$ cat src/rtl/gcir_pkg.sv
package gcir_pkg;

  typedef logic [31:0] line_vec_t;

  // Convert between logical line order and the bus image.
  // Normal order puts port 0 in the top byte; reversed order is identity.
  // The mapping is its own inverse.
  function automatic line_vec_t pack_order(input line_vec_t v, input bit rev);
    return rev ? v : {v[7:0], v[15:8], v[23:16], v[31:24]};
  endfunction

  // Ones for each implemented line, zeros above.
  function automatic line_vec_t line_fill(input int n);
    line_vec_t r;
    for (int i = 0; i < 32; i++) r[i] = (i < n);
    return r;
  endfunction

endpackage

$ cat src/rtl/gcir_mask_bank.sv
module gcir_mask_bank
  import gcir_pkg::*;
#(
  parameter int        NUM_CORES = 3,
  parameter int        IDX_W     = 2,
  parameter line_vec_t IMPL      = '1,
  parameter bit        REV       = 1'b0
) (
  input  logic                       clk,
  input  logic                       rst_n,
  input  logic                       wr_en,
  input  logic                       rd_en,
  input  logic                       in_range,
  input  logic [IDX_W-1:0]           idx,
  input  line_vec_t                  wr_lines,
  output line_vec_t [NUM_CORES-1:0]  mask_q,
  output logic [31:0]                rdata
);

  line_vec_t rd_sel;

  for (genvar c = 0; c < NUM_CORES; c++) begin : g_core
    logic hit;
    assign hit = wr_en && (idx == IDX_W'(c));
    always_ff @(posedge clk or negedge rst_n) begin
      if (!rst_n)   mask_q[c] <= IMPL;
      else if (hit) mask_q[c] <= wr_lines & IMPL;
    end
  end

  always_comb begin
    rd_sel = '0;
    for (int c = 0; c < NUM_CORES; c++)
      if (in_range && idx == IDX_W'(c)) rd_sel = mask_q[c];
  end

  always_ff @(posedge clk or negedge rst_n) begin
    if (!rst_n)     rdata <= '0;
    else if (rd_en) rdata <= pack_order(rd_sel, REV);
  end

endmodule

$ cat src/rtl/gcir_irq_reduce.sv
module gcir_irq_reduce
  import gcir_pkg::*;
#(
  parameter int NUM_CORES = 3
) (
  input  logic                      clk,
  input  logic                      rst_n,
  input  line_vec_t                 pend,
  input  line_vec_t [NUM_CORES-1:0] mask_q,
  output logic [NUM_CORES-1:0]      irq_q
);

  for (genvar c = 0; c < NUM_CORES; c++) begin : g_or
    logic any_hit;
    assign any_hit = |(pend & mask_q[c]);
    always_ff @(posedge clk or negedge rst_n) begin
      if (!rst_n) irq_q[c] <= 1'b0;
      else        irq_q[c] <= any_hit;
    end
  end

endmodule

$ cat src/rtl/gpio_cpu_irq_route.sv
module gpio_cpu_irq_route
  import gcir_pkg::*;
#(
  parameter int NUM_CORES      = 3,
  parameter int NUM_LINES      = 32,
  parameter bit PORTS_REVERSED = 1'b0,
  parameter int ADDR_W         = 4
) (
  input  logic                  clk,
  input  logic                  rst_n,
  input  logic [31:0]           pend_i,
  input  logic                  bus_sel,
  input  logic                  bus_wr,
  input  logic [ADDR_W-1:0]     bus_addr,
  input  logic [31:0]           bus_wdata,
  output logic [31:0]           bus_rdata,
  output logic [NUM_CORES-1:0]  irq_o
);

  localparam int        IDX_W = ADDR_W - 2;
  localparam line_vec_t IMPL  = line_fill(NUM_LINES);

  // Named events for the checker
  logic                      acc_aligned;
  logic [IDX_W-1:0]          acc_idx;
  logic                      acc_in_range;
  logic                      acc_wr;
  logic                      acc_rd;
  line_vec_t                 wr_lines;
  line_vec_t                 pend_eff;
  line_vec_t [NUM_CORES-1:0] mask_q;

  assign acc_aligned  = (bus_addr[1:0] == 2'b00);
  assign acc_idx      = bus_addr[ADDR_W-1:2];
  assign acc_in_range = acc_aligned && (int'(acc_idx) < NUM_CORES);
  assign acc_wr       = bus_sel && bus_wr && acc_in_range;
  assign acc_rd       = bus_sel && !bus_wr;
  assign wr_lines     = pack_order(bus_wdata, PORTS_REVERSED);
  assign pend_eff     = pend_i & IMPL;

  gcir_mask_bank #(
    .NUM_CORES (NUM_CORES),
    .IDX_W     (IDX_W),
    .IMPL      (IMPL),
    .REV       (PORTS_REVERSED)
  ) u_bank (
    .clk      (clk),
    .rst_n    (rst_n),
    .wr_en    (acc_wr),
    .rd_en    (acc_rd),
    .in_range (acc_in_range),
    .idx      (acc_idx),
    .wr_lines (wr_lines),
    .mask_q   (mask_q),
    .rdata    (bus_rdata)
  );

  gcir_irq_reduce #(
    .NUM_CORES (NUM_CORES)
  ) u_reduce (
    .clk    (clk),
    .rst_n  (rst_n),
    .pend   (pend_eff),
    .mask_q (mask_q),
    .irq_q  (irq_o)
  );

endmodule

$ cat config.mk
export PLATFORM = sky130hd
export DESIGN_NAME = gpio_cpu_irq_route
export DESIGN_NICKNAME = d
export VERILOG_FILES = /design/src/rtl/gcir_pkg.sv /design/src/rtl/gcir_mask_bank.sv /design/src/rtl/gcir_irq_reduce.sv /design/src/rtl/gpio_cpu_irq_route.sv
export SDC_FILE = /design/constraint.sdc
export NUM_CORES = 1
export LEC_CHECK = 0
export ABC_AREA = 1
export CORE_MARGIN = 8
export CORE_UTILIZATION = 40
export CTS_BUF_LIST = sky130_fd_sc_hd__clkbuf_8
export CTS_CLUSTER_SIZE = 14
export DETAILED_ROUTE_END_ITERATION = 10
export PLACE_DENSITY = 0.68
export SYNTH_ARGS = -nofsm -noshare
export SYNTH_HDL_FRONTEND = slang
export SYNTH_HIERARCHICAL = 1
export SYNTH_SLANG_ARGS = --single-unit
$ cat constraint.sdc
create_clock -name clk -period 1.65 [get_ports clk]
set_input_delay 0.33 -clock clk [delete_from_list [all_inputs] [get_ports clk]]
set_output_delay 0.33 -clock clk [all_outputs]
set_load 0.03 [all_outputs]
# Word level (Yosys, flattened, before mapping)
# Index checks and enable logic that the tools add are counted.
# classes
n_lt_le_gt_ge,1
eq_ne,2
n_mux,3
bitwise_logic,3
n_reduce_logical,16
# op_table
operator,n
$and 32x32->32,3
$mux 32,3
$reduce_or 32->1,3
$logic_and 1x1->1,10
$logic_not 2->1,2
$eq 2x1->1 const B,1
$eq 2x2->1 const B,1
$lt 2x2->1 const B,1
$logic_not 1->1,1
# totals
ff_bits,131
elab_cells,32

# Longest topological paths before layout
# Gate-level depths: netlist (run 1).
# depth
depth_word,6
ltp_mapped,9

# Modules after synthesis
# The synthesis (run 1) kept the hierarchy.
# by_module_without_submodules
module,instances,cells_per_inst,area_each_um2,seq_area_each_um2
gcir_mask_bank,1,663,5729.2,3323.2
gcir_irq_reduce,1,192,784.5,75.1
gpio_cpu_irq_route,1,8,32.5,0.0

# Worst setup path before layout (run 1)
# No wires, ideal clock.
# synth_path
path_kind,input to register
from,in bus_addr[1]
to,reg u_bank.rdata[0]
t_arrival_ns,1.267
setup_slack_ns,0.318
stages,9
cell_sequence,nor2_1 nand2_1 inv_1 buf_4 clkbuf_1 nand3_1 nand3_1 nand2_1 nand2_1
# synth_via
elab_chain_len,6
# synth_lines
item,line,text
from (decl),gpio_cpu_irq_route.sv:14,"input logic [ADDR_W-1:0] bus_addr,"
$logic_not 2->1 *,gpio_cpu_irq_route.sv:33,assign acc_aligned = (bus_addr[1:0] == 2'b00);
$logic_and 1x1->1 *,gpio_cpu_irq_route.sv:35,assign acc_in_range = acc_aligned && (int'(acc_idx) < NUM_CORES);
via acc_in_range,gpio_cpu_irq_route.sv:26,logic acc_in_range;
$logic_and 1x1->1,gcir_mask_bank.sv:34,if (in_range && idx == IDX_W'(c)) rd_sel = mask_q[c];
$mux 32 (2 in series),gcir_mask_bank.sv:34,
$mux 32 *,gcir_mask_bank.sv:34,
to (signal assigned),gcir_mask_bank.sv:39,"else if (rd_en) rdata <= pack_order(rd_sel, REV);"
to (decl),gcir_mask_bank.sv:17,output logic [31:0] rdata
# Mark *: on every way through the listed nets, which the timed path passes. The rest lies on a longest branch.
# A chain may end at the register's enable or synchronous reset.

# Worst setup path in the final report (run 1)
# layout_path
from,reg u_bank.rdata[22]
to,out bus_rdata[22]
# layout_lines
item,line,text
to (decl),gpio_cpu_irq_route.sv:16,"output logic [31:0] bus_rdata,"
# No word-level cell between the ends.

==> results of run 1 <==
-- power groups by stage --
stage / Clock [W] / Combinational (W) / Sequential [W]
2_1_floorplan: 0 / 0.000827 / 0.00436
3_3_place_gp: 0 / 0.00158 / 0.00435
3_5_place_dp: 0 / 0.00161 / 0.00435
4_1_cts: 0.00322 / 0.00158 / 0.00431
5_1_grt: 0.00336 / 0.00177 / 0.00438
6_report: 0.00315 / 0.00157 / 0.00431
-- cell families after synthesis --
logic type | Yosys count
buffers and inverters | 84
AOI/OAI and AO/OA | 96
and+or+nand+nor | 552
DFF | 131
-- state kept, by name, summed over array words and instances (netlist names) --
signal and cells:
u_bank/mask_q 96, u_bank/rdata 32, u_reduce/irq_q 3
-- area by class of cell --
cell class	count	area [µm²]	area share
flip-flops and latches	131	3400	0.401
clock buffers	24	330	0.0390
clock inverters	8	144	0.0170
inverters	37	139	0.0164
repair buffers	135	1440	0.169
multi-input cells	648	2760	0.326
well taps	216	270	0.0319
-- synthesized netlist by cell type (5+ instances only) --
library cell | count | area share
buf_4 | 5 | 0.0057
o21ai_0 | 62 | 0.047
buf_2 | 23 | 0.018
nand4_1 | 32 | 0.031
nand3_1 | 64 | 0.049
dfstp_2 | 96 | 0.39
nand2_1 | 354 | 0.20
inv_1 | 34 | 0.019
o21ai_1 | 34 | 0.026
nor2_1 | 96 | 0.055
clkbuf_1 | 10 | 0.0057
dfrtp_1 | 35 | 0.13
-- cell usage in the layout (no fill, tap or decap), drive strengths merged --
cell type,n
nand2,355
nand4,32
bufinv,4
clkinv,4
dlygate4sd3,1
dfrtp,35
buf,29
inv,37
clkbuf,24
dfstp,96
nand3,67
dlygate4sd2,35
o21ai,96
nor2,98
clkdlybuf4s50,70
-- routing by layer --
metal  up-vias  part of all wire  wire, µm
met5         -                 0         0
met4         0             0.016       300
met3        21             0.078      1470
met2       216              0.45      8500
met1      2778              0.45      8420
li1       2985                 -         -
-- timing repair --
action / 4_1_cts / 5_1_grt
hold buffers: 1 / 0
setup endpoints to repair: 35 / 0
endpoints found under the hold margin: 5 / 0
gates resized for setup: 35 / 0
-- worst min-delay path by stage --
stage | startpoint | to | slack (ps) | cells past startpoint
after floorplan | rst_n | u_bank/rdata[0]$_DFFE_PN0P_ | 30 | 0
after global placement | rst_n | u_bank/rdata[19]$_DFFE_PN0P_ | 280 | 1
after detailed placement | rst_n | u_bank/rdata[19]$_DFFE_PN0P_ | 290 | 1
after CTS | rst_n | u_bank/rdata[19]$_DFFE_PN0P_ | 340 | 2
after global routing | rst_n | u_bank/rdata[19]$_DFFE_PN0P_ | 380 | 2
final | rst_n | u_bank/rdata[19]$_DFFE_PN0P_ | 350 | 2
-- stage by stage --
stage	TNS, ps	setup slack [ps]	instance area, µm²
2_1_floorplan	0	318	6550
3_3_place_gp	-8470	-113	8040
3_5_place_dp	-9550	-134	8040
4_1_cts	0	25.0	8480
5_1_grt	0	6.73	8480
6_report	0	68.9	8480
==> flow_metrics.py, run 1 <==
metrics = {
    "synth": {
        "synth_nets": 935,
        "synth_compound_area_frac": 0.0734,
        "synth-main-ff-cell": "dfstp_2",
        "synth_top_family_by_area": "simple AND/OR/NAND/NOR gates",
        "synth_edf_count": 0,
        "synthXorXnorAreaFrac": 0,
        "syn_inst": 863,
        "ys_seq_elements": 131,
        "synth_cell_types": 21,
        "yosys_warnings": 6,
        "synth-async-reset-ratio": 1.00,
        "yosysSeqAreaShare": 0.519,
        "synth_simple_gate_area_frac": 0.348,
        "synth_mux_area_frac": 0,
        "synthAdderAreaFrac": 0,
        "synth_area_per_cell_um2": 7.59,
        "synth_area_um2": 6550,
    },
    "die": {
        "die_area_um2": 20700,
        "core_area_um2": 15900,
        "die_h_um": 144,
        "io_pins": 107,
        "rows": 46,
        "die_x_um": 144,
        "initial_core_util": 0.411,
    },
    "clocking": {
        "numCtsBuffers": 17,
        "cts_tree": "done",
        "h-tree-depth": 4,
        "clockBufferDepth": 2,
        "root_buffer": "clkbuf_8",
        "clkLatencyLatePin_ps": 440,
        "clkTransAtPathRegs_ps": 80,
        "post-cts-setup-buffer-count": 0,
        "cts_sinks": 131,
    },
    "routing": {
        "dr.pass1.iters": 5,
        "drc": 0,
        "ant_nets": 0,
        "drt-total-wl_um": 18700,
        "wl_per_cell_um": 15.6,
        "via_count": 6000,
        "via_per_inst": 5.00,
        "first_iter_violations": 572,
    },
    "sta": {
        "fmaxAchievable_ghz": 0.632,
        "period_minus_slack_ps": 1580,
        "finClkSkew_ps": 8.44,
        "slew_viol_final": 0,
        "fin_crit_sh": 0.958,
        "worst_hold_slack_ps": 353,
        "rsz0062_at_grt": "false",
        "relSlewSlack": 0.738,
        "finalHoldViolCount": 0,
        "finalSetupViolCount": 0,
        "worst_slew_pin_slew_ps": 393,
    },
    "setup_path": {
        "worstReg2RegStart": "u_bank/mask_q[76]$_DFFE_PN1P_",
        "critical_path_class": "reg2out",
        "crit_buf_inv": 1,
        "r2r_slack_ps": 530,
        "ff2ff_path_depth": 6,
        "end_kind": "output port",
        "timing.rr.end": "u_reduce/irq_q[2]$_DFF_PN0_",
        "worstPathArrival_ps": 1250,
        "worstSetupPathDepth": 1,
        "worst_ep_required_time_ps": 1320,
        "crit_start": "u_bank/rdata[22]$_DFFE_PN0P_",
        "cp-start-kind": "flip-flop",
        "cp_slowest_cell": "dlygate4sd2_1",
        "slowest_delay_ps": 420,
        "endpoint": "bus_rdata[22]",
        "critical_path.top_delay_family": "buffers and inverters",
        "path_cells": "dlygate4sd2_1",
        "worstPathMaxFanout": 2,
    },
    "place": {
        "hpwl_um": 13100,
        "gp_congestion": 0.830,
        "place_inst": 1166,
        "port_buffers": 106,
    },
    "grt": {
        "grt_pass1_wl_um": 30200,
        "grt_pass1_vias": 5844,
        "grt.overflow.total": 0,
        "antenna_found_initial": 0,
        "grt_use_met2": 0.284,
        "grt.total_usage": 0.187,
        "grt_use_met3": 0.0471,
        "use_met1": 0.253,
        "grt_max_degree": 65,
        "grt-busiest-layer": "met2",
    },
    "power": {
        "power_w": 0.00904,
        "seq_power_share": 0.477,
        "combPwrFrac": 0.174,
        "vdd_drop_max_v": 0.000603,
        "switchingPower_w": 0.00251,
        "power_density_nw_per_um2": 1070,
        "p_int_w": 0.00654,
        "netSwitchingFraction": 0.277,
        "leakage_nw": 4.16,
        "p_clk_frac": 0.349,
    },
    "flow_run": {
        "drv_cap": 0,
    },
    "finish": {
        "n_antenna_cell": 0,
        "drive_gt1_frac": 0.170,
        "final_cells": 1199,
        "nets": 1042,
        "final_core_util": 0.532,
        "fillers": 1550,
        "area_growth_pct": 29.5,
    },
    "hold_path": {
        "hold_path.class": "in2async",
    },
    "run_status": {
        "status": "finished clean",
    },
}
Power figures use the tool's default switching activity.
==> run 2, diff against run 1 <==
--- a/config.mk
+++ b/config.mk
@@ -9,8 +9,10 @@
 export CORE_MARGIN = 8
 export CORE_UTILIZATION = 40
 export CTS_BUF_LIST = sky130_fd_sc_hd__clkbuf_8
+export CTS_CLUSTER_DIAMETER = 30
 export CTS_CLUSTER_SIZE = 14
 export DETAILED_ROUTE_END_ITERATION = 10
+export GPL_ROUTABILITY_DRIVEN = 0
 export PLACE_DENSITY = 0.68
 export SYNTH_ARGS = -nofsm -noshare
 export SYNTH_HDL_FRONTEND = slang
==> results of run 2 <==
Final layout, timing and power as in run 1 (identical DEF).
